File: src/rtl/adc_scan_pkg.sv
// Package: shared types and field layout of the scan controller.
// Assumes eight analog inputs addressed by a 3-bit channel number.
package adc_scan_pkg;

    localparam int NUM_CH  = 8;
    localparam int CH_W    = $clog2(NUM_CH);
    localparam int CTL_W   = 8;

    // Control register; the packed order fixes the bit positions software uses.
    typedef struct packed {
        logic [CH_W-1:0] chan_first;   // bits 7:5
        logic            ext_en;       // bit 4
        logic            tmr_en;       // bit 3
        logic            pwr_on;       // bit 2
        logic            cont_mode;    // bit 1
        logic            run;          // bit 0
    } scan_ctl_t;

    typedef enum logic [1:0] {
        SEQ_IDLE  = 2'd0,
        SEQ_ISSUE = 2'd1,
        SEQ_WAIT  = 2'd2
    } seq_state_e;

endpackage

File: src/rtl/adc_trig_sync.sv
// Synchronizes an asynchronous active-low trigger pin and emits a
// one-cycle pulse for every falling edge. Assumes the pin stays low for
// at least one clock period; the chain resets to the idle (high) level.
module adc_trig_sync #(
    parameter int STAGES = 2
) (
    input  logic clk,
    input  logic rst_n,
    input  logic pin_n,
    output logic fall_pulse
);

    logic [STAGES:0] chain_q;

    // Shift the pin through the synchronizer plus one history stage.
    always_ff @(posedge clk) begin
        if (!rst_n) chain_q <= '1;
        else        chain_q <= {chain_q[STAGES-1:0], pin_n};
    end

    // Edge: previous synchronized level high, current low.
    assign fall_pulse = chain_q[STAGES] & ~chain_q[STAGES-1];

endmodule

File: src/rtl/adc_result_bank.sv
// Holds one result register per channel, written on conversion completion,
// read through a combinational channel-indexed port.
module adc_result_bank #(
    parameter int NUM_CH = 8,
    parameter int RES_W  = 10,
    localparam int IDX_W = $clog2(NUM_CH)
) (
    input  logic             clk,
    input  logic             rst_n,
    input  logic             wr_en,
    input  logic [IDX_W-1:0] wr_idx,
    input  logic [RES_W-1:0] wr_data,
    input  logic [IDX_W-1:0] rd_idx,
    output logic [RES_W-1:0] rd_data
);

    logic [RES_W-1:0] slot_q [NUM_CH];

    for (genvar g = 0; g < NUM_CH; g++) begin : g_slot
        // Capture the result when this channel's conversion completes.
        always_ff @(posedge clk) begin
            if (!rst_n)                                    slot_q[g] <= '0;
            else if (wr_en && wr_idx == IDX_W'(g))         slot_q[g] <= wr_data;
        end
    end

    assign rd_data = slot_q[rd_idx];

endmodule

File: src/rtl/adc_seq_fsm.sv
// Scan sequencer: issues a start strobe per channel from the first channel
// up to the last, waits for the core's done pulse between strobes and
// reports completion. Assumes done arrives only while a conversion is
// pending; an abort returns it to idle at the newly written first channel.
module adc_seq_fsm
    import adc_scan_pkg::*;
#(
    parameter int NUM_CHAN = NUM_CH,
    localparam int IDX_W   = $clog2(NUM_CHAN),
    localparam logic [IDX_W-1:0] LAST = IDX_W'(NUM_CHAN - 1)
) (
    input  logic             clk,
    input  logic             rst_n,
    input  logic             abort,
    input  logic [IDX_W-1:0] abort_first,
    input  logic             run,
    input  logic             pwr_on,
    input  logic             cont_mode,
    input  logic [IDX_W-1:0] chan_first,
    input  logic             conv_done,
    output logic             conv_start,
    output logic [IDX_W-1:0] conv_chan,
    output logic             store_en,
    output logic             scan_end,
    output logic             busy
);

    seq_state_e       state_q;
    logic [IDX_W-1:0] chan_q;

    // Qualified completion of the current conversion.
    always_comb begin
        store_en = (state_q == SEQ_WAIT) && conv_done && !abort;
        scan_end = store_en && (chan_q == LAST);
    end

    // State and channel pointer update.
    always_ff @(posedge clk) begin
        if (!rst_n) begin
            state_q <= SEQ_IDLE;
            chan_q  <= '0;
        end else if (abort) begin
            state_q <= SEQ_IDLE;
            chan_q  <= abort_first;
        end else begin
            case (state_q)
                SEQ_IDLE: begin
                    chan_q <= chan_first;
                    if (run && pwr_on) state_q <= SEQ_ISSUE;
                end
                SEQ_ISSUE: state_q <= SEQ_WAIT;
                SEQ_WAIT: begin
                    if (store_en) begin
                        if (chan_q != LAST) begin
                            chan_q  <= chan_q + 1'b1;
                            state_q <= SEQ_ISSUE;
                        end else begin
                            chan_q  <= chan_first;
                            state_q <= cont_mode ? SEQ_ISSUE : SEQ_IDLE;
                        end
                    end
                end
                default: state_q <= SEQ_IDLE;
            endcase
        end
    end

    assign conv_start = (state_q == SEQ_ISSUE);
    assign conv_chan  = chan_q;
    assign busy       = (state_q != SEQ_IDLE);

endmodule

File: src/rtl/adc_scan_ctrl.sv
// Top of the autoscan controller: owns the control register, merges the
// two triggers into the run bit, and ties together the sequencer and the
// result bank. Assumes the core cancels its conversion on conv_abort.
module adc_scan_ctrl
    import adc_scan_pkg::*;
#(
    parameter int RES_W       = 10,
    parameter int SYNC_STAGES = 2
) (
    input  logic             clk,
    input  logic             rst_n,
    input  logic             cfg_wr,
    input  logic [7:0]       cfg_wdata,
    output logic [7:0]       cfg_rdata,
    input  logic             ext_trig_n,
    input  logic             tmr_event,
    output logic             conv_start,
    output logic [2:0]       conv_chan,
    output logic             conv_abort,
    input  logic             conv_done,
    input  logic [RES_W-1:0] conv_result,
    input  logic [2:0]       rd_chan,
    output logic [RES_W-1:0] rd_data,
    output logic             seq_done_irq
);

    scan_ctl_t ctl_q;
    scan_ctl_t wr_ctl;
    logic      ext_fall;
    logic      trig_hit;
    logic      trig_set;
    logic      store_en;
    logic      scan_end;
    logic      busy;
    logic      irq_q;

    assign wr_ctl = scan_ctl_t'(cfg_wdata);

    adc_trig_sync #(
        .STAGES (SYNC_STAGES)
    ) u_ext_sync (
        .clk        (clk),
        .rst_n      (rst_n),
        .pin_n      (ext_trig_n),
        .fall_pulse (ext_fall)
    );

    // Enabled triggers are ORed; they only count when powered and idle.
    always_comb begin
        trig_hit = (ext_fall & ctl_q.ext_en) | (tmr_event & ctl_q.tmr_en);
        trig_set = trig_hit && ctl_q.pwr_on && !busy;
    end

    // Control register: software write wins, then hardware clear/set of run.
    always_ff @(posedge clk) begin
        if (!rst_n) begin
            ctl_q <= '0;
        end else if (cfg_wr) begin
            ctl_q <= wr_ctl;
        end else if (scan_end && !ctl_q.cont_mode) begin
            ctl_q.run <= 1'b0;
        end else if (trig_set) begin
            ctl_q.run <= 1'b1;
        end
    end

    adc_seq_fsm #(
        .NUM_CHAN (NUM_CH)
    ) u_fsm (
        .clk         (clk),
        .rst_n       (rst_n),
        .abort       (cfg_wr),
        .abort_first (wr_ctl.chan_first),
        .run         (ctl_q.run),
        .pwr_on      (ctl_q.pwr_on),
        .cont_mode   (ctl_q.cont_mode),
        .chan_first  (ctl_q.chan_first),
        .conv_done   (conv_done),
        .conv_start  (conv_start),
        .conv_chan   (conv_chan),
        .store_en    (store_en),
        .scan_end    (scan_end),
        .busy        (busy)
    );

    adc_result_bank #(
        .NUM_CH (NUM_CH),
        .RES_W  (RES_W)
    ) u_bank (
        .clk     (clk),
        .rst_n   (rst_n),
        .wr_en   (store_en),
        .wr_idx  (conv_chan),
        .wr_data (conv_result),
        .rd_idx  (rd_chan),
        .rd_data (rd_data)
    );

    // End-of-scan interrupt, one cycle after the last result is stored.
    always_ff @(posedge clk) begin
        if (!rst_n) irq_q <= 1'b0;
        else        irq_q <= scan_end;
    end

    assign cfg_rdata    = ctl_q;
    assign conv_abort   = cfg_wr;
    assign seq_done_irq = irq_q;

endmodule

File: config.mk
export PLATFORM = sky130hd
export DESIGN_NAME = adc_scan_ctrl
export DESIGN_NICKNAME = d
export VERILOG_FILES = /design/src/rtl/adc_scan_pkg.sv /design/src/rtl/adc_trig_sync.sv /design/src/rtl/adc_result_bank.sv /design/src/rtl/adc_seq_fsm.sv /design/src/rtl/adc_scan_ctrl.sv
export SDC_FILE = /design/constraint.sdc
export NUM_CORES = 1
export LEC_CHECK = 0
export ABC_CLOCK_PERIOD_IN_PS = 4600
export CORE_ASPECT_RATIO = 1.4
export CORE_MARGIN = 10
export CORE_UTILIZATION = 40
export DETAILED_ROUTE_END_ITERATION = 8
export GPL_TIMING_DRIVEN = 0
export PLACE_DENSITY = 0.68
export SLEW_MARGIN = 20
export SYNTH_ARGS = -nofsm -noshare
export SYNTH_HDL_FRONTEND = slang
export SYNTH_SLANG_ARGS = --single-unit
File: constraint.sdc
create_clock -name clk -period 4.6 [get_ports clk]
set_clock_uncertainty 0.05 [all_clocks]
set_input_delay 1.38 -clock clk [delete_from_list [all_inputs] [get_ports clk]]
set_output_delay 1.38 -clock clk [all_outputs]
set_load 0.1 [all_outputs]
# Word level (Yosys, flattened, before mapping)
# Memories as Yosys holds them, arrays and structs flattened.
# Cells that the tools add are included.
# classes
n_reduce_logical,25
n_mux,45
eq_ne,13
addsub,1
bitwise_logic,14
# ops
operator,count
$mux 10,8
$mux 1,29
$logic_and 1x1->1,14
$eq 3x3->1 const B,4
$mux 3,3
$or 1x1->1,9
$eq 3x2->1 const B,2
$mux 2,3
$pmux 2 s3,1
$pmux 3 s2,1
$reduce_bool 3->1,2
$ne 2x1->1 const B,2
$reduce_and 2->1,2
$add 3x1->3 const B,1
$and 1x1->1,3
$eq 3x1->1 const B,1
$logic_not 1->1,3
$logic_not 3->1,1
$ne 3x2->1 const B,1
$ne 3x3->1 const B,1
$eq 2x1->1 const B,1
$eq 2x2->1 const B,1
$logic_not 2->1,1
$not 1->1,2
other kinds (2),2
# totals
inputBits,27
elab_cells,109
ram_bits,80
n_memories,1
regBits,17
# mem_list
memory,words,word_bits,read_ports,rd_ports_with_merged_regs,wr,line_no,source
u_bank.slot_q,8,10,1,0,8,adc_result_bank.sv:17,logic [RES_W-1:0] slot_q [NUM_CH];

# Logic depth before layout (Yosys ltp)
# logic_depth
word_depth,9
mapped_depth,6
ltp_nobuf,6

# Cells and area by module
# Synthesis repeated with hierarchy kept, for this count alone.
# unflattened
cells_unflattened,318
hier_area_um2,4496.8
# modules_own_cells
mod,instances,cells_per_inst,area_each_um2
adc_result_bank,1,238,3661.0
adc_seq_fsm,1,41,380.4
adc_scan_ctrl,1,32,370.4
adc_trig_sync,1,7,85.1

# Worst setup path before layout
# No wires, ideal clock.
# synth_path
path_kind,input port to output port
start,input rd_chan[0]
end,output rd_data[0]
required_time_ns,3.170
t_arrival_ns,2.527
stages,3
setup_slack_ns,0.643
path_cell_list,buf_6 mux4_1 mux2_2
# synth_via
elab_chain_cells,1
# synth_lines
item,line_no,source
"start, declared",adc_scan_ctrl.sv:22,"input logic [2:0] rd_chan,"
$mem_v2 8x10,n/a,
"end, declared",adc_scan_ctrl.sv:23,"output logic [RES_W-1:0] rd_data,"
# Every way passes these cells.

# Worst setup path in the final report
# layout_path
start,input rd_chan[1]
end,output rd_data[3]
# Same word-level chain as after synthesis.

==> impl_metrics.csv <==
group,metric,value,unit
sta,tns,0,ns
yosys,synth-simple-area-share,14.4,%
final_layout,layout_commonest_cell,"edfxtp_1",
yosys,synth_top_family_by_area,"multiplexers",
pwr,pwr-share-clk,40.0,%
setup_path,path_buf_inv,2,
cts,cts_tree,"done",
yosys,synth_adder_area_share,1.69,%
setup_path,cpPeakStageDelay,0.47,ns
die,initial_utilization,40.9,%
pwr,p_switching,509,uW
route,wl_per_cell,18.4,um
cts,root_buffer,"clkbuf_16",
yosys,syn_inst,328,
die,rows,45,
min_path,worstHoldPathType,"reg -> reg",
yosys,synthXorXnorAreaFrac,0,%
die,dieArea,15800,sq um
route,drt_wl_total,9.91,mm
final_layout,antenna_cells,0,
global_routing,grt-ovfl-total,0,
global_routing,antenna_found_initial,0,
sta,hold_viol,0,
placement,gp_congestion,0.817,
yosys,yosysTopAreaCellShare,54.1,%
sta,drv_slew,0,
pwr,p_comb_share,12.9,%
final_layout,syn_to_final_growth,23.0,%
global_routing,grt_usage,13.3,%
cts,cts.path.max_buffers,2,
sta,rsz0062_at_grt,"no",
final_layout,fillers,916,
cts,htreeDepth,3,
setup_path,path_cells,"clkbuf_1, mux4_1, mux2_2, clkdlybuf4s15_2",
yosys,yosysSeqAreaShare,61.8,%
cts,numCtsBuffers,9,
setup_path,crit_family,"buffers and inverters",
placement,port_buffers,47,
yosys,yosys_warnings,0,
final_layout,layout-drive-gt1-share,14.6,%
yosys,synth-compound-area-share,3.44,%
placement,hpwl,7.17,mm
cts,cts_sinks,97,
yosys,synth_area_leaders,"edfxtp_1 54%, mux4_1 12%, dfxtp_1 7.7%",
die,die_y,145,um
pwr,leakagePower,0.00203,uW
setup_path,slowest_stage,"clkdlybuf4s15_2",
final_layout,final_nets,425,
yosys,synth_cell_type_count,33,
die,die_w,109,um
route,viasPerCell,5.11,
final_layout,fin_util,50.3,%
global_routing,grt_pass1_vias,2967,
setup_path,crit_path_end_kind,"output pin",
cts,path_clk_slew,0.06,ns
die,io_pins,51,
route,drc,0,
pwr,vdd_drop_max,0.000202,V
pwr,internal_power,1590,uW
die,coreArea,10900,sq um
sta,setup-violations-final,0,
global_routing,grt_pass1_wl,15.6,mm
yosys,muxShareOfSynthArea,15.5,%
cts,worstSkewPairLatency,0.33,ns
setup_path,crit_type,"in -> out",
pwr,seqPwrFrac,47.0,%
route,ant_nets,0,
route,first_pass_iters,4,
setup_path,arrival,3.02,ns
setup_path,startpoint_type,"input pin",
run,drv_cap,0,
route,route.vias.total,2751,
yosys,syn_area_per_cell,13.5,sq um
yosys,syn_area,4440,sq um
global_routing,grt_max_degree,17,
yosys,synth_seq_cells,97,
pwr,p_per_area,385,nW/um^2
setup_path,cp_max_fo,10,
sta,max_slew_margin,33.9,%
status,outcome,"complete, no violations",
sta,min_period,4.45,ns
setup_path,required,3.17,ns
route,drtIter0Drc,118,
cts,ctsHoldBuffers,0,
sta,holdWs,0.363,ns
sta,worst_pin_slew,0.989,ns
yosys,synth_top_cell_by_area,"edfxtp_1",
sta,fmax,0.225,GHz
pwr,swShare,24.2,%
final_layout,mostFrequentLayoutCells,"80 x edfxtp_1, 64 x nor2_1, 36 x nand2_1, 36 x clkdlybuf4s50_1, 21 x and2_1",
yosys,synth_fp_nets,361,
sta,period_share,96.7,%
## worst register-to-register path, cell delays in order (launching register included)
cell	delay, ns
dfxtp_1	0.38
and4bb_4	0.41
nand2_1	0.11
o21ai_1	0.54
buf_4	0.28
## power by group through the flow
stage                     registers (uW)  logic (uW)  clock network, uW
final                                988         272                841
after global routing                 991         287                888
after CTS                            989         276                854
after detailed placement            1010         279                  0
after global placement              1010         274                  0
after floorplan                     1030         165                  0
## per-stage QoR
step           power, uW  instance area [sq um]  setup WS, ns  cells
2_1_floorplan       1200                   4440         0.643    328
3_3_place_gp        1280                   5090        -0.359    516
3_5_place_dp        1290                   5130        -0.415    522
4_1_cts             2120                   5480       -0.0549    538
5_1_grt             2170                   5460        0.0566    538
6_report            2100                   5460         0.152    538
## final timing paths
check                        start                    end  slack [ns]  cells after the start
max                     rd_chan[1]             rd_data[3]        0.15                      4
min          u_ext_sync.chain_q[0]  u_ext_sync.chain_q[1]        0.36                      1
max reg2reg       u_fsm.state_q[0]    u_bank.slot_q[6][5]        2.54                      4
min reg2reg  u_ext_sync.chain_q[0]  u_ext_sync.chain_q[1]        0.36                      1
## layer usage
layer / GRT usage (%) / routed length, um / vias up
li1: - / - / 1326
met1: 14.3 / 3830 / 1311
met2: 22.9 / 4950 / 96
met3: 4.03 / 811 / 18
met4: 7.03 / 318 / 0
met5: 0 / 0 / -
## cell usage after synthesis, drive strengths merged
cell type and number:
dfxtp 17, and2b 1, o2111ai 1, nand2b 4
and2 21, a211oi 2, inv 5, nand3b 1
buf 17, nand2 36, a31oi 3, a21oi 1
ha 6, mux2 10, o221ai 1, nor3b 3
o21ai 11, and4bb 1, edfxtp 80, clkbuf 5
nor2b 6, mux2i 5, and3 2, o21a 1
a21boi 3, mux4 20, o211ai 1, nor2 64
## area by class of cell
type / instances / area (sq um) / share of cell area, %
inverters: 5 / 18.8 / 0.343
multi-input cells: 204 / 1560 / 28.5
clock buffers: 9 / 225 / 4.12
repair buffers: 53 / 505 / 9.25
flip-flops and latches: 97 / 2740 / 50.2
well taps: 141 / 176 / 3.23
plain buffers: 22 / 123 / 2.24
clock inverters: 7 / 116 / 2.13
## flip-flops by register name, summed over array words and instances (netlist names)
register,cells
u_fsm.conv_chan,3
seq_done_irq,1
cfg_rdata,8
u_bank.slot_q,80
u_ext_sync.chain_q,3
u_fsm.state_q,2
## logic make-up after synthesis
logic type | count (synthesis)
and+or+nand+nor | 139
DFF | 97
muxes | 35
buffers and inverters | 27
AOI/OAI and AO/OA | 24
adders and majority gates | 6
## repair_timing
item,CTS,global route
resized for setup,22,9
endpoints found under the setup margin,10,5
buffers inserted,0,0
No activity file was read; power rests on OpenSTA's default activity.
